===== src/rtl/attr_pkg.sv =====
package attr_pkg;
  localparam int DATA_W    = 8;
  localparam int IDX_W     = 5;
  localparam int NUM_PAL   = 16;
  localparam int PAL_IDX_W = $clog2(NUM_PAL);
  localparam int COLOR_W   = 6;
  localparam int PAN_W     = 4;

  localparam logic [IDX_W-1:0] IDX_MODE   = 5'h10;
  localparam logic [IDX_W-1:0] IDX_BORDER = 5'h11;
  localparam logic [IDX_W-1:0] IDX_PLANE  = 5'h12;
  localparam logic [IDX_W-1:0] IDX_PAN    = 5'h13;
  localparam logic [IDX_W-1:0] IDX_SEL    = 5'h14;

  typedef struct packed {
    logic                 palWe;
    logic [PAL_IDX_W-1:0] palIdx;
    logic                 modeWe;
    logic                 borderWe;
    logic                 planeWe;
    logic                 panWe;
    logic                 selWe;
    logic [DATA_W-1:0]    data;
  } attrStrobe_t;
endpackage


===== src/rtl/attr_ctrl.sv =====
module attr_ctrl
  import attr_pkg::*;
(
  input  logic              clk,
  input  logic              rst,
  input  logic              wrEn,
  input  logic [DATA_W-1:0] wrData,
  input  logic              rdEn,
  output attrStrobe_t       stb,
  output logic [IDX_W-1:0]  curIdx,
  output logic              screenOn,
  output logic              dataPhase
);
  logic loadWr;
  logic isPal;

  always_ff @(posedge clk) begin
    if (rst) begin
      dataPhase <= 1'b0;
      curIdx    <= '0;
      screenOn  <= 1'b0;
    end else begin
      if (wrEn) begin
        if (!dataPhase) begin
          curIdx    <= wrData[IDX_W-1:0];
          screenOn  <= wrData[IDX_W];
          dataPhase <= 1'b1;
        end else begin
          dataPhase <= 1'b0;
        end
      end
      if (rdEn) dataPhase <= 1'b0;
    end
  end

  assign loadWr = wrEn && dataPhase;
  assign isPal  = (curIdx[IDX_W-1:PAL_IDX_W] == '0);

  always_comb begin
    stb          = '0;
    stb.palIdx   = curIdx[PAL_IDX_W-1:0];
    stb.data     = wrData;
    stb.palWe    = loadWr && isPal && !screenOn;
    stb.modeWe   = loadWr && (curIdx == IDX_MODE);
    stb.borderWe = loadWr && (curIdx == IDX_BORDER);
    stb.planeWe  = loadWr && (curIdx == IDX_PLANE);
    stb.panWe    = loadWr && (curIdx == IDX_PAN);
    stb.selWe    = loadWr && (curIdx == IDX_SEL);
  end


  phase_toggle_chk: assert property (@(posedge clk) disable iff (rst)
    (wrEn && !rdEn) |=> (dataPhase != $past(dataPhase)));


  read_clears_phase_chk: assert property (@(posedge clk) disable iff (rst)
    rdEn |=> !dataPhase);


  pal_lock_chk: assert property (@(posedge clk) disable iff (rst)
    stb.palWe |-> !screenOn);
endmodule


===== src/rtl/attr_datapath.sv =====
module attr_datapath
  import attr_pkg::*;
(
  input  logic                       clk,
  input  logic                       rst,
  input  attrStrobe_t                stb,
  input  logic [IDX_W-1:0]           curIdx,
  output logic [DATA_W-1:0]          rdData,
  output logic [NUM_PAL*COLOR_W-1:0] palFlat,
  output logic [DATA_W-1:0]          modeCtl,
  output logic [COLOR_W-1:0]         border,
  output logic [DATA_W-1:0]          planeEn,
  output logic [PAN_W-1:0]           panning,
  output logic [DATA_W-1:0]          colorSel,
  output logic                       remapPulse,
  output logic                       blinkPulse
);
  localparam int COLOR_PAD = DATA_W - COLOR_W;
  localparam int PAN_PAD   = DATA_W - PAN_W;

  logic [COLOR_W-1:0] pal [NUM_PAL];
  logic remapNext, blinkNext;

  for (genvar g = 0; g < NUM_PAL; g++) begin : g_pal
    always_ff @(posedge clk) begin
      if (rst) pal[g] <= '0;
      else if (stb.palWe && stb.palIdx == PAL_IDX_W'(g)) pal[g] <= stb.data[COLOR_W-1:0];
    end
    assign palFlat[g*COLOR_W +: COLOR_W] = pal[g];
  end

  assign remapNext = (stb.modeWe && (stb.data[7] != modeCtl[7])) ||
                     (stb.selWe && (stb.data != colorSel));
  assign blinkNext = stb.modeWe && (stb.data[3] != modeCtl[3]);

  always_ff @(posedge clk) begin
    if (rst) begin
      modeCtl    <= '0;
      border     <= '0;
      planeEn    <= '0;
      panning    <= '0;
      colorSel   <= '0;
      remapPulse <= 1'b0;
      blinkPulse <= 1'b0;
    end else begin
      if (stb.modeWe)   modeCtl  <= stb.data;
      if (stb.borderWe) border   <= stb.data[COLOR_W-1:0];
      if (stb.planeWe)  planeEn  <= stb.data;
      if (stb.panWe)    panning  <= stb.data[PAN_W-1:0];
      if (stb.selWe)    colorSel <= stb.data;
      remapPulse <= remapNext;
      blinkPulse <= blinkNext;
    end
  end

  always_comb begin
    rdData = '0;
    if (curIdx[IDX_W-1:PAL_IDX_W] == '0)
      rdData = {{COLOR_PAD{1'b0}}, pal[curIdx[PAL_IDX_W-1:0]]};
    else begin
      case (curIdx)
        IDX_MODE:   rdData = modeCtl;
        IDX_BORDER: rdData = {{COLOR_PAD{1'b0}}, border};
        IDX_PLANE:  rdData = planeEn;
        IDX_PAN:    rdData = {{PAN_PAD{1'b0}}, panning};
        IDX_SEL:    rdData = colorSel;
        default:    rdData = '0;
      endcase
    end
  end


  pal_stable_chk: assert property (@(posedge clk) disable iff (rst)
    !stb.palWe |=> $stable(palFlat));


  unknown_zero_chk: assert property (@(posedge clk) disable iff (rst)
    (curIdx > IDX_SEL) |-> (rdData == '0));


  remap_cause_chk: assert property (@(posedge clk) disable iff (rst)
    remapPulse |-> (($past(modeCtl[7]) != modeCtl[7]) || ($past(colorSel) != colorSel)));


  blink_cause_chk: assert property (@(posedge clk) disable iff (rst)
    blinkPulse |-> ($past(modeCtl[3]) != modeCtl[3]));
endmodule


===== src/rtl/attr_regs.sv =====
module attr_regs
  import attr_pkg::*;
(
  input  logic                       clk,
  input  logic                       rst,
  input  logic                       wrEn,
  input  logic [DATA_W-1:0]          wrData,
  input  logic                       rdEn,
  output logic [DATA_W-1:0]          rdData,
  output logic                       screenOn,
  output logic [NUM_PAL*COLOR_W-1:0] palFlat,
  output logic [DATA_W-1:0]          modeCtl,
  output logic [COLOR_W-1:0]         border,
  output logic [DATA_W-1:0]          planeEn,
  output logic [PAN_W-1:0]           panning,
  output logic [DATA_W-1:0]          colorSel,
  output logic                       remapPulse,
  output logic                       blinkPulse
);
  attrStrobe_t      stb;
  logic [IDX_W-1:0] curIdx;
  logic             dataPhase;

  attr_ctrl u_ctrl (
    .clk(clk), .rst(rst), .wrEn(wrEn), .wrData(wrData), .rdEn(rdEn),
    .stb(stb), .curIdx(curIdx), .screenOn(screenOn), .dataPhase(dataPhase)
  );

  attr_datapath u_dp (
    .clk(clk), .rst(rst), .stb(stb), .curIdx(curIdx), .rdData(rdData),
    .palFlat(palFlat), .modeCtl(modeCtl), .border(border), .planeEn(planeEn),
    .panning(panning), .colorSel(colorSel), .remapPulse(remapPulse),
    .blinkPulse(blinkPulse)
  );


  reset_phase_chk: assert property (@(posedge clk) rst |=> (!dataPhase && !remapPulse && !blinkPulse));
endmodule


===== config.mk =====
export PLATFORM = sky130hd
export DESIGN_NAME = attr_regs
export DESIGN_NICKNAME = d
export VERILOG_FILES = /design/src/rtl/attr_pkg.sv /design/src/rtl/attr_ctrl.sv /design/src/rtl/attr_datapath.sv /design/src/rtl/attr_regs.sv
export SDC_FILE = /design/constraint.sdc
export NUM_CORES = 1
export LEC_CHECK = 0
export ABC_CLOCK_PERIOD_IN_PS = 3380
export BUFFER_PORTS_ARGS = -buffer_cell sky130_fd_sc_hd__buf_4
export CAP_MARGIN = 10
export CORE_MARGIN = 5
export CORE_UTILIZATION = 25
export DETAILED_ROUTE_END_ITERATION = 7
export GPL_ROUTABILITY_DRIVEN = 0
export GPL_TIMING_DRIVEN = 0
export HOLD_SLACK_MARGIN = 0.08
export PLACE_DENSITY = 0.46
export SLEW_MARGIN = 10
export SYNTH_ARGS = -nofsm -noshare
export SYNTH_HDL_FRONTEND = slang
export SYNTH_SLANG_ARGS = --single-unit

===== constraint.sdc =====
create_clock -name clk -period 3.38 [get_ports clk]
set_input_delay 0.169 -clock clk [delete_from_list [all_inputs] [get_ports clk]]
set_output_delay 0.169 -clock clk [all_outputs]
set_load 0.01 [all_outputs]

==> results.toml <==
[sta]
skew_ns = 0.0129
fin_crit_sh = 0.895
setup_tns_ns = 0
fmax_mhz = 330
slew_headroom = 0.392
hold_violations = 0
rsz0062_at_grt = "no"
period_needed_ns = 3.03
worst_slew_pin_slew_ns = 0.909
holdWs_ns = 0.120
drv_slew = 0
finalSetupViolCount = 0

[cts]
cts_setup_buffers = 0
cts_sinks = 143
htree_levels = 4
clk_path_buf_depth = 2
insertion_delay_ns = 0.43
cts_buffers = 17
clk_pin_slew_ns = 0.06
root_buffer = "clkbuf_16"
cts_tree = "done"

[synth]
netlist.top_cell.by_area = "edfxtp_1"
synth.net_count = 582
async_flop_share = 0
synth_ff_type = "edfxtp_1"
avgSynthCellArea_sq_um = 11.9
synth_cells = 570
netlist_area_sq_um = 6760
ys_ff_latch = 143
synth-edff-count = 96
yosysSeqAreaShare = 0.566
ys_types = 48
synth_top_area_frac = 0.427
ys_warn_count = 0
yosys-top-cells-area = "edfxtp_1, dfxtp_1, mux2i_1, and2_1, mux4_2"

[floorplanning]
die_y_um = 174
core_area_sq_um = 26800
die_area_sq_um = 30400
die_w_um = 174
placementRows = 60
initial_core_util = 0.252
ioPinCount = 153

[routing]
initialDrtViolationCount = 363
drc_errors = 0
antenna_left = 0
firstDrtPassIters = 4
viasPerCell = 4.64
vias = 5113
wl_per_cell_um = 22.4
finalWirelength_um = 24700

[setup_path]
worst-endpoint-arrival_ns = 2.86
required_ns = 3.21
cp-start-kind = "register"
critPathCaptureType = "primary output"
path_class = "register to primary output"
critPathMaxFanout = 10

[final_layout]
diodes = 0
layout-drive-gt1-share = 0.281
syn_to_final_growth_pct = 32.8
fin_nets = 760
final_core_util = 0.335
fillers = 2720
design_area_sq_um = 8980

[global_route]
grtUsageTotal = 0.161
antenna_found_initial = 2
gr-total-overflow = 0
grt_max_degree = 17
grt_pass1_wl_um = 35900
first_global_vias = 5298

[status]
status = "finished, final reports clean"

[placement]
port_buffers = 150
post_dp_cell_area_sq_um = 8310
place.detailed.hpwl_um = 18600

[power_and_ir_drop]
power_density_nw_per_um2 = 474
p_leak_nw = 3.54
peakVddDrop_mv = 0.285

[flow_run]
drv_cap = 0

[hold_path]
hold_path.class = "input pin to register"
-- metal layers --
| layer | vias up | track usage | part of all wire |
|---|---|---|---|
| met5 | - | 0 | 0 |
| met4 | 0 | 0.0376 | 0.010 |
| met3 | 20 | 0.0355 | 0.050 |
| met2 | 161 | 0.265 | 0.48 |
| met1 | 2533 | 0.216 | 0.46 |
| li1 | 2399 | - | - |
-- registers in the layout, summed over array words and instances, names as in the netlist, named ones only --
| signal | count |
|---|---|
| u_dp.panning | 4 |
| u_dp.border | 6 |
| u_dp.pal | 96 |
| u_dp.blinkPulse | 1 |
| u_ctrl.curIdx | 5 |
| u_ctrl.screenOn | 1 |
| u_dp.planeEn | 8 |
| u_dp.colorSel | 8 |
| u_ctrl.dataPhase | 1 |
| u_dp.modeCtl | 8 |
| u_dp.remapPulse | 1 |
-- cells in the final DEF (no fill, tap or decap), types with 4 or more instances in the layout --
cell type        n
buf_4          150
and2_1          97
edfxtp_1        96
mux2i_1         68
nor2_1          58
dfxtp_1         47
clkbuf_1        31
nand2_1         21
clkbuf_16       19
nand3_1         14
mux4_2          10
a22oi_1         10
xnor2_1         10
a21oi_1          9
dlygate4sd3_1    9
o21bai_1         8
a21o_1           7
buf_2            6
nor2b_1          6
nand4_1          6
nor3_1           6
mux2_2           6
o21ai_0          6
nand2b_1         5
or3_1            4
-- synth_stat cells (all sizes together), types with 8 or more instances --
| cell type | instances |
|---|---|
| buf | 11 |
| xnor2 | 10 |
| dfxtp | 47 |
| nand3 | 14 |
| clkbuf | 30 |
| mux4 | 10 |
| nand2 | 21 |
| nor2 | 58 |
| a22oi | 10 |
| and2 | 97 |
| mux2i | 68 |
| a21oi | 10 |
| edfxtp | 96 |
| o21bai | 8 |
-- final cells by class --
cell class / instances / area, sq um / area share
tap: 341 / 427 / 0.0475
multi-input combinational: 384 / 2750 / 0.306
timing repair buffer: 159 / 1220 / 0.135
clock inverter: 10 / 70.1 / 0.00780
buffer: 41 / 176 / 0.0197
clock buffer: 22 / 507 / 0.0564
sequential: 143 / 3820 / 0.426
inverter: 2 / 7.51 / 0.000836
-- path summary, 6_finish.rpt --
kind | start | slack, ns | depth (start not counted) | to
setup / recovery | register | 0.35 | 8 | rdData[2]
hold / removal | wrData[3] | 0.12 | 3 | u_dp.border[3]$_SDFFE_PP0P_
setup reg to reg | u_ctrl.curIdx[2]$_SDFFE_PP0P_ | 0.88 | 4 | u_dp.pal[5][2]$_SDFFCE_PN0P_
hold reg to reg | u_dp.border[4]$_SDFFE_PP0P_ | 0.50 | 2 | u_dp.border[4]$_SDFFE_PP0P_
-- where the power goes --
part	leakage [nW]	switching, mW	internal, mW
Clock	0.285	0.788	1.07
Sequential	1.37	0.0402	1.91
Combinational	1.89	0.267	0.173
Total	3.54	1.10	3.16
-- repair_timing --
item,CTS,global route
endpoints found under the hold margin,15,0
gates resized for setup,0,0
hold buffers,9,0
-- cell families after synthesis --
logic type	count (synthesis)	synth area share
compound gates	57	0.0604
xor+xnor	11	0.0143
buf+inv	43	0.0272
flops	143	0.566
mux	84	0.144
simple gates	232	0.188
-- metrics by stage --
stage | power, mW | setup slack, ns | instances
after floorplan | 2.20 | 1.51 | 570
after global placement | 2.43 | 0.724 | 1061
after detailed placement | 2.43 | 0.716 | 1061
after CTS | 4.28 | 0.257 | 1102
after global routing | 4.39 | 0.206 | 1102
final | 4.25 | 0.353 | 1102
-- worst max-delay path, stage by stage, from the launching register on --
cell and delay (ns):
dfxtp_1 0.30, buf_2 0.31, buf_2 0.39, buf_2 0.39
mux2i_1 0.38, a22oi_1 0.11, nand4_1 0.17, nand4_1 0.17
buf_4 0.20
No activity file was read; power rests on OpenSTA's default activity.
